--- src/rtl/alu8_pkg.sv ---
// Package: operation codes and flag bit positions shared by the ALU and its checker.
package alu8_pkg;

    typedef enum logic [3:0] {
        OP_ADD  = 4'd0,
        OP_ADC  = 4'd1,
        OP_SUB  = 4'd2,
        OP_SBC  = 4'd3,
        OP_CMP  = 4'd4,
        OP_AND  = 4'd5,
        OP_OR   = 4'd6,
        OP_XOR  = 4'd7,
        OP_INC  = 4'd8,
        OP_DEC  = 4'd9,
        OP_CPL  = 4'd10,
        OP_SCF  = 4'd11,
        OP_CCF  = 4'd12,
        OP_DAA  = 4'd13,
        OP_RSV0 = 4'd14,
        OP_RSV1 = 4'd15
    } alu_op_e;

    localparam int FLG_Z = 7;
    localparam int FLG_N = 6;
    localparam int FLG_H = 5;
    localparam int FLG_C = 4;

    typedef struct packed {
        logic z;
        logic n;
        logic h;
        logic c;
    } flag4_t;

endpackage

--- src/rtl/alu8_arith.sv ---
// Module: add/subtract engine. Folds an optional carry-in into operand B
// (truncated to DATA_W bits) before adding or subtracting it from A.
// Assumes DATA_W is even; the half-carry boundary sits at DATA_W/2.
module alu8_arith #(
    parameter int DATA_W = 8
) (
    input  logic [DATA_W-1:0] a_in,
    input  logic [DATA_W-1:0] b_in,
    input  logic              cin_in,
    input  logic              use_cin,
    input  logic              subtract,
    output logic [DATA_W-1:0] sum_out,
    output logic              half_out,
    output logic              carry_out
);
    localparam int HALF = DATA_W / 2;

    logic [DATA_W-1:0] b_eff;
    logic [DATA_W:0]   wide;
    logic [HALF:0]     low;

    // Purpose: merge carry-in into the operand, then form full and low-nibble results.
    always_comb begin
        b_eff = b_in + {{(DATA_W-1){1'b0}}, (use_cin & cin_in)};
        if (subtract) begin
            wide = {1'b0, a_in} - {1'b0, b_eff};
            low  = {1'b0, a_in[HALF-1:0]} - {1'b0, b_eff[HALF-1:0]};
        end else begin
            wide = {1'b0, a_in} + {1'b0, b_eff};
            low  = {1'b0, a_in[HALF-1:0]} + {1'b0, b_eff[HALF-1:0]};
        end
        sum_out   = wide[DATA_W-1:0];
        half_out  = low[HALF];
        carry_out = wide[DATA_W];
    end
endmodule

--- src/rtl/alu8_logic.sv ---
// Module: bitwise unit. sel 0 = AND, 1 = OR, 2 = XOR, 3 = complement of A.
module alu8_logic #(
    parameter int DATA_W = 8
) (
    input  logic [DATA_W-1:0] a_in,
    input  logic [DATA_W-1:0] b_in,
    input  logic [1:0]        sel,
    output logic [DATA_W-1:0] res_out
);
    // Purpose: pick the bitwise function.
    always_comb begin
        case (sel)
            2'd0:    res_out = a_in & b_in;
            2'd1:    res_out = a_in | b_in;
            2'd2:    res_out = a_in ^ b_in;
            default: res_out = ~a_in;
        endcase
    end
endmodule

--- src/rtl/alu8_step.sv ---
// Module: increment/decrement by one with the nibble-boundary indicator.
// Half flag: low nibble of result all-zero (up) or all-one (down).
module alu8_step #(
    parameter int DATA_W = 8
) (
    input  logic [DATA_W-1:0] val_in,
    input  logic              down,
    output logic [DATA_W-1:0] res_out,
    output logic              half_out
);
    localparam int HALF = DATA_W / 2;

    // Purpose: step the value and flag the nibble crossing.
    always_comb begin
        if (down) begin
            res_out  = val_in - {{(DATA_W-1){1'b0}}, 1'b1};
            half_out = &res_out[HALF-1:0];
        end else begin
            res_out  = val_in + {{(DATA_W-1){1'b0}}, 1'b1};
            half_out = ~|res_out[HALF-1:0];
        end
    end
endmodule

--- src/rtl/alu8_core.sv ---
// Module: top of the ALU. Purely combinational; decodes the operation code,
// steers operands to the sub-units and applies the per-operation flag policy.
// Assumes the caller registers outputs and performs the accumulator write.
module alu8_core #(
    parameter int DATA_W = 8
) (
    input  logic [DATA_W-1:0] acc_in,
    input  logic [DATA_W-1:0] opnd_in,
    input  logic [3:0]        op_in,
    input  logic [7:0]        flags_in,
    output logic [DATA_W-1:0] result_out,
    output logic              acc_we_out,
    output logic [7:0]        flags_out,
    output logic              illegal_out
);
    import alu8_pkg::*;

    alu_op_e           op;
    flag4_t            fin;
    flag4_t            fnew;
    logic              ar_sub, ar_cin;
    logic [DATA_W-1:0] ar_sum;
    logic              ar_h, ar_c;
    logic [1:0]        lg_sel;
    logic [DATA_W-1:0] lg_res;
    logic              st_down;
    logic [DATA_W-1:0] st_res;
    logic              st_h;

    // Purpose: decode the operation code and select sub-unit controls.
    always_comb begin
        op      = alu_op_e'(op_in);
        fin     = flag4_t'(flags_in[7:4]);
        ar_sub  = (op == OP_SUB) || (op == OP_SBC) || (op == OP_CMP);
        ar_cin  = (op == OP_ADC) || (op == OP_SBC);
        st_down = (op == OP_DEC);
        case (op)
            OP_AND:  lg_sel = 2'd0;
            OP_OR:   lg_sel = 2'd1;
            OP_XOR:  lg_sel = 2'd2;
            default: lg_sel = 2'd3;
        endcase
    end

    alu8_arith #(.DATA_W(DATA_W)) u_arith (
        .a_in     (acc_in),
        .b_in     (opnd_in),
        .cin_in   (fin.c),
        .use_cin  (ar_cin),
        .subtract (ar_sub),
        .sum_out  (ar_sum),
        .half_out (ar_h),
        .carry_out(ar_c)
    );

    alu8_logic #(.DATA_W(DATA_W)) u_logic (
        .a_in   (acc_in),
        .b_in   (opnd_in),
        .sel    (lg_sel),
        .res_out(lg_res)
    );

    alu8_step #(.DATA_W(DATA_W)) u_step (
        .val_in  (opnd_in),
        .down    (st_down),
        .res_out (st_res),
        .half_out(st_h)
    );

    // Purpose: choose the result, write-enable and flags per operation.
    always_comb begin
        result_out  = '0;
        acc_we_out  = 1'b0;
        illegal_out = 1'b0;
        fnew        = fin;
        case (op)
            OP_ADD, OP_ADC, OP_SUB, OP_SBC, OP_CMP: begin
                result_out = ar_sum;
                acc_we_out = (op != OP_CMP);
                fnew.z     = ~|ar_sum;
                fnew.n     = ar_sub;
                fnew.h     = ar_h;
                fnew.c     = ar_c;
            end
            OP_AND, OP_OR, OP_XOR: begin
                result_out = lg_res;
                acc_we_out = 1'b1;
                fnew.z     = ~|lg_res;
                fnew.n     = 1'b0;
                fnew.h     = (op == OP_AND);
                fnew.c     = 1'b0;
            end
            OP_INC, OP_DEC: begin
                result_out = st_res;
                fnew.z     = ~|st_res;
                fnew.n     = st_down;
                fnew.h     = st_h;
            end
            OP_CPL: begin
                result_out = lg_res;
                acc_we_out = 1'b1;
                fnew.n     = 1'b1;
                fnew.h     = 1'b1;
            end
            OP_SCF, OP_CCF: begin
                result_out = acc_in;
                fnew.n     = 1'b0;
                fnew.h     = 1'b0;
                fnew.c     = (op == OP_SCF) ? 1'b1 : ~fin.c;
            end
            default: begin
                illegal_out = 1'b1;
            end
        endcase
        flags_out = {fnew, 4'b0000};
    end
endmodule

--- config.mk ---
export PLATFORM = sky130hd
export DESIGN_NAME = alu8_core
export DESIGN_NICKNAME = d
export VERILOG_FILES = /design/src/rtl/alu8_pkg.sv /design/src/rtl/alu8_arith.sv /design/src/rtl/alu8_logic.sv /design/src/rtl/alu8_step.sv /design/src/rtl/alu8_core.sv
export SDC_FILE = /design/constraint.sdc
export NUM_CORES = 1
export LEC_CHECK = 0
export BUFFER_PORTS_ARGS = -buffer_cell sky130_fd_sc_hd__buf_2
export CORE_MARGIN = 4
export CORE_UTILIZATION = 59
export DETAILED_ROUTE_END_ITERATION = 16
export GPL_ROUTABILITY_DRIVEN = 0
export PLACE_DENSITY_LB_ADDON = 0.05
export SKIP_LAST_GASP = 1
export SLEW_MARGIN = 0
export SYNTH_ARGS = -nofsm -noshare
export SYNTH_HDL_FRONTEND = slang
export SYNTH_HIERARCHICAL = 1
export SYNTH_SLANG_ARGS = --single-unit
--- constraint.sdc ---
create_clock -name vclk -period 7.75
set_clock_uncertainty 0.2 [all_clocks]
set_input_delay 1.9375 -clock vclk [all_inputs]
set_output_delay 1.9375 -clock vclk [all_outputs]
set_load 0.1 [all_outputs]
==> results of run 1 <==
==> placed cells by master (no fill, tap or decap), drive strengths merged, types with 4 or more instances in the layout <==
cell type	instances
xnor2	20
a31oi	6
a21oi	11
inv	37
o21ai	14
nor4	7
nand2b	5
conb	4
nor2	13
o22ai	4
and3	7
ha	30
xor2	12
nand4	6
buf	49
a32o	8
nand3	8
mux4	8
a221o	8
nand2	9
==> cell usage after synthesis (2+ instances only) <==
cell,n
ha_1,30
nand3b_1,3
and2_1,3
inv_1,38
a32o_1,8
xnor2_1,20
a311oi_1,2
a221o_1,8
nand4_1,6
nand3_1,8
o21ai_2,2
a21oi_1,10
buf_4,8
a21o_1,2
buf_2,3
and3_4,3
nor4_1,7
a31oi_1,6
nor2_1,13
nor3b_1,2
xor2_1,11
o22ai_1,2
clkbuf_1,3
and3_1,3
nor3_1,3
nand2b_1,5
o22ai_2,2
nor2b_1,3
buf_6,9
a211o_1,2
mux4_2,8
o21ai_0,11
nand2_1,9
==> logic make-up after synthesis <==
group,synth area share
simple gates,0.203
compound gates,0.250
buf+inv,0.156
xor+xnor,0.128
fa+ha+maj,0.176
mux,0.0847
other cells,0.00167
==> power groups by stage <==
stage,clock network (mW),logic (mW),registers (mW)
floorplan,0,0.218,0
CTS,0,0.281,0
finish,0,0.282,0
global route,0,0.301,0
detailed placement,0,0.280,0
global placement,0,0.276,0
==> worst paths after layout <==
check	slack (ns)	depth (start not counted)	start	end
worst max-delay path	0.24	18	op_in[2]	flags_out[7]
worst min-delay path	4.08	4	flags_in[5]	flags_out[5]
==> worst min-delay path: cells and delay by family <==
kind / cells / cell delay [ns]
buffers and inverters: 3 / 0.32
AOI/OAI and AO/OA: 1 / 0.08
==> final cells by class <==
| type | instances | area, sq um |
|---|---|---|
| inverters | 38 | 146 |
| fillers | 333 | 1160 |
| well taps | 48 | 60.1 |
| multi-input cells | 223 | 1940 |
| repair buffers | 49 | 348 |
==> repair_timing <==
action	CTS	global route
gates resized for setup	0	1
buffers inserted	0	0
endpoints found under the setup margin	0	3
==> stage by stage <==
stage | util | instance area [sq um] | total power, mW | setup TNS, ns | std cells
after floorplan | - | 2300 | 0.218 | -0.499 | 285
after detailed placement | 0.681 | 2490 | 0.280 | 0 | 358
after global placement | 0.681 | 2490 | 0.276 | 0 | 358
after CTS | 0.681 | 2490 | 0.281 | 0 | 358
final | 0.682 | 2500 | 0.282 | 0 | 358
after global routing | 0.682 | 2500 | 0.301 | 0 | 358
==> layer usage <==
layer,up-vias,part of all wire
met5,-,0
met4,0,0.0050
met3,4,0.054
met2,69,0.47
met1,1031,0.47
li1,1085,-
==> summary.md, run 1 <==
| Metric | Value |
|---|---|
| Status | finished, final reports clean |
| Max Freq | 133 MHz |
| Tightest Pin Transition | 0.589 ns |
| Post-cts hold buffer count | 0 |
| Vias in the first global route | 2099 |
| Yosys top cell area share | 0.167 |
| Final setup margin | 0.243 ns |
| Crit. End Element | primary output |
| HP Class | input port to primary output |
| Share of layout cells above drive strength 1 | 0.268 |
| Sequential Power Share | 0 |
| Routed WL per cell | 16.2 microns |
| Post-place setup slack | 0.235 ns |
| Die width | 69.7 microns |
| CP max stage cell | nor4_1 |
| Met3 usage | 0.0159 |
| Largest net degree at the start of global routing | 21 |
| Row Count | 22 |
| Crit path largest cell delay | 0.30 ns |
| Sequential area share after synthesis | 0 |
| Leakage power | 1.12 nW |
| M1 GR Usage | 0.362 |
| Die Y | 69.7 microns |
| Worst path bufs/invs | 3 |
| Max Cap Viol | 0 |
| Port bufs | 38 |
| Worst path most repeated cell | o21ai_0 |
| Clock buffers | 0 |
| Top Family by Delay on Critical Path | compound AO/OA/AOI/OAI gates |
| Comb pwr share | 1.000 |
| Die Area | 0.00486 sq mm |
| P_int | 92.1 uW |
| RSZ-0062 raised after global routing | false |
| Endpoints failing hold | 0 |
| Power share of the clock group | 0 |
| Final setup fails | 0 |
| Initial antenna violation count | 0 |
| Final Hold Slack | 4.08 ns |
| Pins Over Slew Limit | 0 |
| Final period utilization | 0.969 |
| Post-Syn Instances | 282 |
| Worst path required time | 5.61 ns |
| Routed vias/inst | 6.11 |
| Starting Density | 0.613 |
| Largest area contributor in the netlist | ha_1 |
| Vias post-DR | 2189 |
| # diodes | 0 |
| Seq cells | 0 |
| Crit-path cells | buf_2, inv_1, and3_1, and2_4, ha_4, xnor2_2, ha_2, o21ai_0, ha_1, nor2b_1, o21a_1, o21ai_0, a211o_1, o2111ai_1, nor4_1, nand4_1, o311ai_1, buf_12 |
| DRT iter0 DRCs | 123 |
| Sw power | 190 uW |
| Ys Warns | 6 |
| Routed wire length | 5790 microns |
| GR Util met2 | 0.416 |
| Synth Cell Area | 0.00225 sq mm |
| Yosys cell types | 62 |
| First-pass GRT wire length | 10200 microns |
| I/O Pins | 46 |
| Net Sw Frac | 0.673 |
| Worst slew margin | 0.608 |
| Final #Nets | 371 |
| First-pass DRT Iterations | 4 |
| Total gr overflow | 0 |
| CP arrival | 5.37 ns |
| Post-layout min period | 7.51 ns |
| FF/Latch Area | 0 sq um |
| Power Density | 113 mW/mm^2 |
| Remaining DRCs | 0 |
| Gr usage total | 0.247 |
| CP Max Fanout | 10 |
| Core box area | 0.00366 sq mm |
| Synth-to-Final Area Change | 11.2% |
| Syn_area_per_cell | 7.96 sq um |
| Dpl hpwl | 4540 microns |
| Peak supply drop | 0.0000712 V |
| Kind of critical path | input port to primary output |
| Startpoint Class | input port |
| Synth area leaders | ha_1 (17%), mux4_2 (8.0%), xnor2_1 (7.8%) |
| GR peak layer | met2 |
| Final ANT Viol Nets | 0 |
No activity file was read; power rests on OpenSTA's default activity.
==> run 2: changes to the inputs <==
--- a/config.mk
+++ b/config.mk
@@ -5,9 +5,11 @@
 export SDC_FILE = /design/constraint.sdc
 export NUM_CORES = 1
 export LEC_CHECK = 0
+export ABC_AREA = 1
 export BUFFER_PORTS_ARGS = -buffer_cell sky130_fd_sc_hd__buf_2
+export CAP_MARGIN = 20
 export CORE_MARGIN = 4
-export CORE_UTILIZATION = 59
+export CORE_UTILIZATION = 60
 export DETAILED_ROUTE_END_ITERATION = 16
 export GPL_ROUTABILITY_DRIVEN = 0
 export PLACE_DENSITY_LB_ADDON = 0.05
@@ -17,3 +19,4 @@
 export SYNTH_HDL_FRONTEND = slang
 export SYNTH_HIERARCHICAL = 1
 export SYNTH_SLANG_ARGS = --single-unit
+export TNS_END_PERCENT = 5
==> summary.md, run 2 <==
| Metric | Value |
|---|---|
| Status | finished, final reports clean |
| FF/Latch Area | 0 sq um |
| Synth Cell Area | 0.00238 sq mm |
| CP Launch Point | op_in[3] |
| Row Count | 22 |
| Cell with the most instances after synthesis | nand2_1 |
| Dpl hpwl | 5290 microns |
| Peak supply drop | 0.0000693 V |
| Synth-to-Final Area Change | 9.95% |
| Die width | 70.9 microns |
| Clock buffers | 0 |
| Vias post-DR | 2808 |
| Routed wire length | 6380 microns |
| Most common cell after layout, fill and taps aside | nand2_1 |
| Die Y | 70.9 microns |
| CP arrival | 5.24 ns |
| Gr usage total | 0.245 |
| First-pass GRT wire length | 10400 microns |
| Startpoint Class | input port |
| Final Cell Area | 0.00261 sq mm |
| Core box area | 0.00374 sq mm |
| Routed WL per cell | 12.0 microns |
| Crit. End Element | primary output |
| Syn_area_per_cell | 5.29 sq um |
| CP max stage cell | ha_1 |
| Cts repair resizes | 0 |
| Post-cts hold buffer count | 0 |
| Initial antenna violation count | 0 |
| Starting Density | 0.635 |
| CP Max Fanout | 6 |
| Multi-input logic area | 0.00201 sq mm |
| DRT iter0 DRCs | 205 |
| Post-synth top cells | nand2_1 (150), inv_1 (80), nand3_1 (45) |
| Tightest Pin Transition | 0.798 ns |
| Worst path most repeated cell | nand2_1 |
| Largest net degree at the start of global routing | 17 |
| Cell Area, Placed | 0.00257 sq mm |
| Yosys top cell area share | 0.237 |
| Most frequent cells in the layout | nand2_1 (148), inv_1 (79), nand3_1 (45), nor2_1 (43), buf_2 (37) |
| Yosys cell types | 33 |
| Synth area leaders | nand2_1 (24%), ha_1 (16%), inv_1 (13%) |
| Vias in the first global route | 2338 |
| First-pass DRT Iterations | 5 |
| Kind of critical path | input port to primary output |
| Worst slew margin | 0.468 |
| Post-Syn Instances | 449 |
| Max Freq | 136 MHz |
| Final ANT Viol Nets | 0 |
| HP Class | input port to primary output |
| Final setup fails | 0 |
| Setup TNS | 0 ns |
| Fill count | 372 |
| Post-layout util | 0.698 |
| Final #Nets | 543 |
| I/O Pins | 46 |
| Sequential area share after synthesis | 0 |
| Largest area contributor in the netlist | nand2_1 |
| Final period utilization | 0.951 |
| Seq cells | 0 |
| Routed vias/inst | 5.30 |
| Leakage power | 1.59 nW |
| CP endpoint | flags_out[7] |
| Post-place setup slack | 0.146 ns |
| Total gr overflow | 0 |
| Pins Over Slew Limit | 0 |
| Final setup margin | 0.377 ns |
| Port bufs | 38 |
| Power Density | 101 mW/mm^2 |
| Worst path required time | 5.61 ns |
| Remaining DRCs | 0 |
| # diodes | 0 |
| Max Cap Viol | 0 |
| Post-CTS Setup Bufs | 0 |
| Die Area | 0.00503 sq mm |
| Ys Warns | 6 |
| Share of layout cells above drive strength 1 | 0.166 |
| Endpoints failing hold | 0 |
| Crit path largest cell delay | 0.31 ns |
| Post-layout min period | 7.37 ns |
## run 2: cell count changes in the layout (fill, tap and decap cells not counted), sizes merged, moves of 8 or more
cell	before	now
mux4	8	0
nor2	13	53
nand2	9	161
a221o	8	0
buf	49	40
a32o	8	0
inv	37	84
xnor2	20	4
nand3	8	48
## run 2: how the worst min path moves through the flow
stage                     start      endpoint  depth (start not counted)
finish              flags_in[6]  flags_out[6]                          4
global route        flags_in[6]  flags_out[6]                          4
CTS                 flags_in[6]  flags_out[6]                          4
detailed placement  flags_in[6]  flags_out[6]                          4
global placement    flags_in[6]  flags_out[6]                          4
floorplan              op_in[3]   illegal_out                          2
## run 2: critical path: cells and delay by family
family	cells	cell delay, ns
buf+inv	5	0.57
simple gates	15	1.47
xor+xnor	2	0.34
compound gates	2	0.39
fa+ha+maj	2	0.52
## run 2: report_power, final
group / leakage [nW] / internal (mW) / switching, mW
Clock: 0 / 0 / 0
Sequential: 0 / 0 / 0
Combinational: 1.59 / 0.0653 / 0.200
Total: 1.59 / 0.0653 / 0.200
## run 2: cell type report
cell class	instances	area share
repair buffers	40	0.0843
inverters	84	0.125
well taps	48	0.0230
multi-input cells	358	0.767
## run 2: logic make-up (layout without fill, tap and decap cells)
logic type | after synthesis | count (layout) | share of synthesized area
and+or+nand+nor | 277 | 277 | 0.528
other | 1 | 4 | 0.00158
xor gates and xnor gates | 13 | 13 | 0.0479
adders and majority gates | 31 | 31 | 0.166
buffers and inverters | 94 | 124 | 0.181
AOI/OAI and AO/OA | 33 | 33 | 0.0753
## run 2: metal layers
metal | track usage | wire (microns)
met1 | 0.351 | 2820
met2 | 0.427 | 3050
met3 | 0.00710 | 505
met4 | 0.0125 | 8
met5 | 0 | 0
## run 2: metrics by stage
stage	hold slack (ns)	total power, mW	std cells
2_1_floorplan	4.09	0.210	452
3_3_place_gp	4.14	0.254	530
3_5_place_dp	4.15	0.259	530
4_1_cts	4.15	0.259	530
5_1_grt	4.18	0.288	530
6_report	4.15	0.265	530
==> run 3: changes to the inputs <==
--- a/config.mk
+++ b/config.mk
@@ -9,7 +9,7 @@
 export BUFFER_PORTS_ARGS = -buffer_cell sky130_fd_sc_hd__buf_2
 export CAP_MARGIN = 20
 export CORE_MARGIN = 4
-export CORE_UTILIZATION = 60
+export CORE_UTILIZATION = 59
 export DETAILED_ROUTE_END_ITERATION = 16
 export GPL_ROUTABILITY_DRIVEN = 0
 export PLACE_DENSITY_LB_ADDON = 0.05
@@ -17,6 +17,5 @@
 export SLEW_MARGIN = 0
 export SYNTH_ARGS = -nofsm -noshare
 export SYNTH_HDL_FRONTEND = slang
-export SYNTH_HIERARCHICAL = 1
 export SYNTH_SLANG_ARGS = --single-unit
 export TNS_END_PERCENT = 5
==> summary.md, run 3 <==
| Metric | Value |
|---|---|
| Largest net degree at the start of global routing | 16 |
| Syn_area_per_cell | 5.28 sq um |
| Status | finished, final reports clean |
| First-pass DRT Iterations | 5 |
| Starting Density | 0.617 |
| Final Cell Area | 0.00254 sq mm |
| Multiplexer share of the synthesized area | 0 |
| Final setup fails | 0 |
| Synth area leaders | nand2_1 (27%), ha_1 (17%), nand3_1 (11%) |
| Total gr overflow | 0 |
| Ys Warns | 0 |
| Post-synthesis compound-gate area fraction | 0.0857 |
| Hold EP | flags_out[4] |
| Yosys top cell area share | 0.274 |
| Initial antenna violation count | 0 |
| Power Density | 107 mW/mm^2 |
| Final period utilization | 0.958 |
| Die Area | 0.00492 sq mm |
| Crit path largest cell delay | 0.34 ns |
| Clock buffers | 0 |
| Worst path bufs/invs | 6 |
| Sequential Power Share | 0 |
| Crit. End Element | primary output |
| Vias in the first global route | 2422 |
| Power share of the clock group | 0 |
| Simple-gate share of the synthesized area | 0.559 |
| Area share of xor/xnor cells in the synthesized design | 0.0308 |
| Worst hold stages | 4 |
| Port bufs | 38 |
| Peak supply drop | 0.000107 V |
| Max Cap Viol | 0 |
| Remaining DRCs | 0 |
| Most frequent cells in the layout | nand2_1 (166), inv_1 (61), nand3_1 (48), buf_2 (35), ha_1 (28) |
| Routed wire length | 6800 microns |
| Net Sw Frac | 0.743 |
| Vias post-DR | 2836 |
| Worst path most repeated cell | nand2_1 |
| CP max stage cell | ha_2 |
| Routed WL per cell | 13.3 microns |
| DRT iter0 DRCs | 170 |
| P_int | 69.5 uW |
| Max Freq | 135 MHz |
| Routed vias/inst | 5.54 |
| CP Max Fanout | 6 |
| First-pass GRT wire length | 11100 microns |
| Kind of critical path | input port to primary output |
| Most common cell after layout, fill and taps aside | nand2_1 |
| Post-Syn Instances | 431 |
| Die Y | 70.1 microns |
| Pins Over Slew Limit | 0 |
| Seq cells | 0 |
| Final #Nets | 526 |
| Die width | 70.1 microns |
| Leakage power | 1.41 nW |
| Synth-to-Final Area Change | 11.6% |
| Cell Area, Placed | 0.00252 sq mm |
| Final ANT Viol Nets | 0 |
| Adder-cell share of the synthesized area | 0.179 |
| Crit-path cells | buf_2, inv_2, nand2_1, nor3_1, ha_2, ha_2, inv_1, ha_1, inv_1, nor2_1, nand2_1, o21ai_2, xnor2_1, ha_2, nand2_1, inv_1, a21oi_1, nand2_1, nand2_1, nand3_1, nor2_1, nor2_1, nand3_1, buf_12 |
| Largest family of logic cells by synthesized area | simple AND/OR/NAND/NOR gates |
| Post-synth top cells | nand2_1 (166), inv_1 (61), nand3_1 (48) |
| Power, Total | 271 uW |
| FF/Latch Area | 0 sq um |
| Comb pwr share | 1.000 |
| Synth Cell Area | 0.00228 sq mm |
| CP arrival | 5.29 ns |
| Post-layout min period | 7.43 ns |
| I/O Pins | 46 |
| Sw power | 201 uW |
| Endpoints failing hold | 0 |
| Row Count | 22 |
| Top Family by Delay on Critical Path | simple AND/OR/NAND/NOR gates |
| Hold Startpoint | flags_in[4] |
| Yosys cell types | 32 |
| Startpoint Class | input port |
| Cell with the most instances after synthesis | nand2_1 |
| Dpl hpwl | 5760 microns |
| HP Class | input port to primary output |
| # diodes | 0 |
| Share of layout cells above drive strength 1 | 0.172 |
| Sequential area share after synthesis | 0 |
| Largest area contributor in the netlist | nand2_1 |
| Gr usage total | 0.267 |
| Worst path required time | 5.61 ns |
| Core box area | 0.00369 sq mm |
[run 3: changes by cell type in the layout (fill, tap and decap cells not counted), sizes merged, moves of 2 or more]
| cell | delta |
|---|---|
| inv | -17 |
| o2111ai | +6 |
| o21ai | -4 |
| xor2 | -5 |
| nand4 | +2 |
| o211ai | +2 |
| nand2 | +17 |
| nor3 | +3 |
| nor2 | -17 |
| a21oi | -5 |
| clkinv | +2 |
[run 3: final cells by class]
cell class,instances,area (sq um)
Multi-Input combinational cell,356,1980
Fill cell,364,1150
Inverter,69,259
Timing Repair Buffer,39,243
Tap cell,48,60.1
[run 3: cells by family (layout without fill, tap and decap cells)]
kind of cell / Yosys count / in the layout
other cells: 1 / 4
xor+xnor: 8 / 8
compound gates: 29 / 29
buf+inv: 78 / 108
simple gates: 283 / 283
fa+ha+maj: 32 / 32
[run 3: worst max path at each step]
stage,end,start,depth (start not counted)
floorplan,result_out[5],op_in[3],20
global placement,result_out[6],op_in[3],22
detailed placement,result_out[6],op_in[3],22
CTS,result_out[6],op_in[3],22
global route,flags_out[7],op_in[3],24
finish,flags_out[7],op_in[3],24
[run 3: per-stage QoR]
| stage | utilization | setup slack (ns) | TNS, ns | std cells | hold slack [ns] |
|---|---|---|---|---|---|
| 2_1_floorplan | - | 0.0368 | 0 | 434 | 4.09 |
| 3_3_place_gp | 0.684 | 0.350 | 0 | 511 | 4.11 |
| 3_5_place_dp | 0.684 | 0.281 | 0 | 511 | 4.11 |
| 4_1_cts | 0.684 | 0.262 | 0 | 511 | 4.11 |
| 5_1_grt | 0.689 | -0.00188 | -0.00188 | 512 | 4.13 |
| 6_report | 0.689 | 0.322 | 0 | 512 | 4.11 |
[run 3: per-layer routing]
| layer | part of all wire | GRT usage |
|---|---|---|
| met5 | 0 | 0 |
| met4 | 0.020 | 0.0617 |
| met3 | 0.068 | 0.00576 |
| met1 | 0.44 | 0.365 |
| met2 | 0.47 | 0.463 |
[run 3: timing repair]
item | 4_1_cts | 5_1_grt
endpoints found under the setup margin | 0 | 2
setup buffers | 0 | 1
hold buffers | 0 | 0
gates resized for setup | 0 | 4
[run 3: power by group through the flow]
| stage | logic (mW) | registers (mW) | clock network (mW) |
|---|---|---|---|
| 2_1_floorplan | 0.208 | 0 | 0 |
| 5_1_grt | 0.292 | 0 | 0 |
| 4_1_cts | 0.267 | 0 | 0 |
| 6_report | 0.271 | 0 | 0 |
| 3_3_place_gp | 0.263 | 0 | 0 |
| 3_5_place_dp | 0.266 | 0 | 0 |
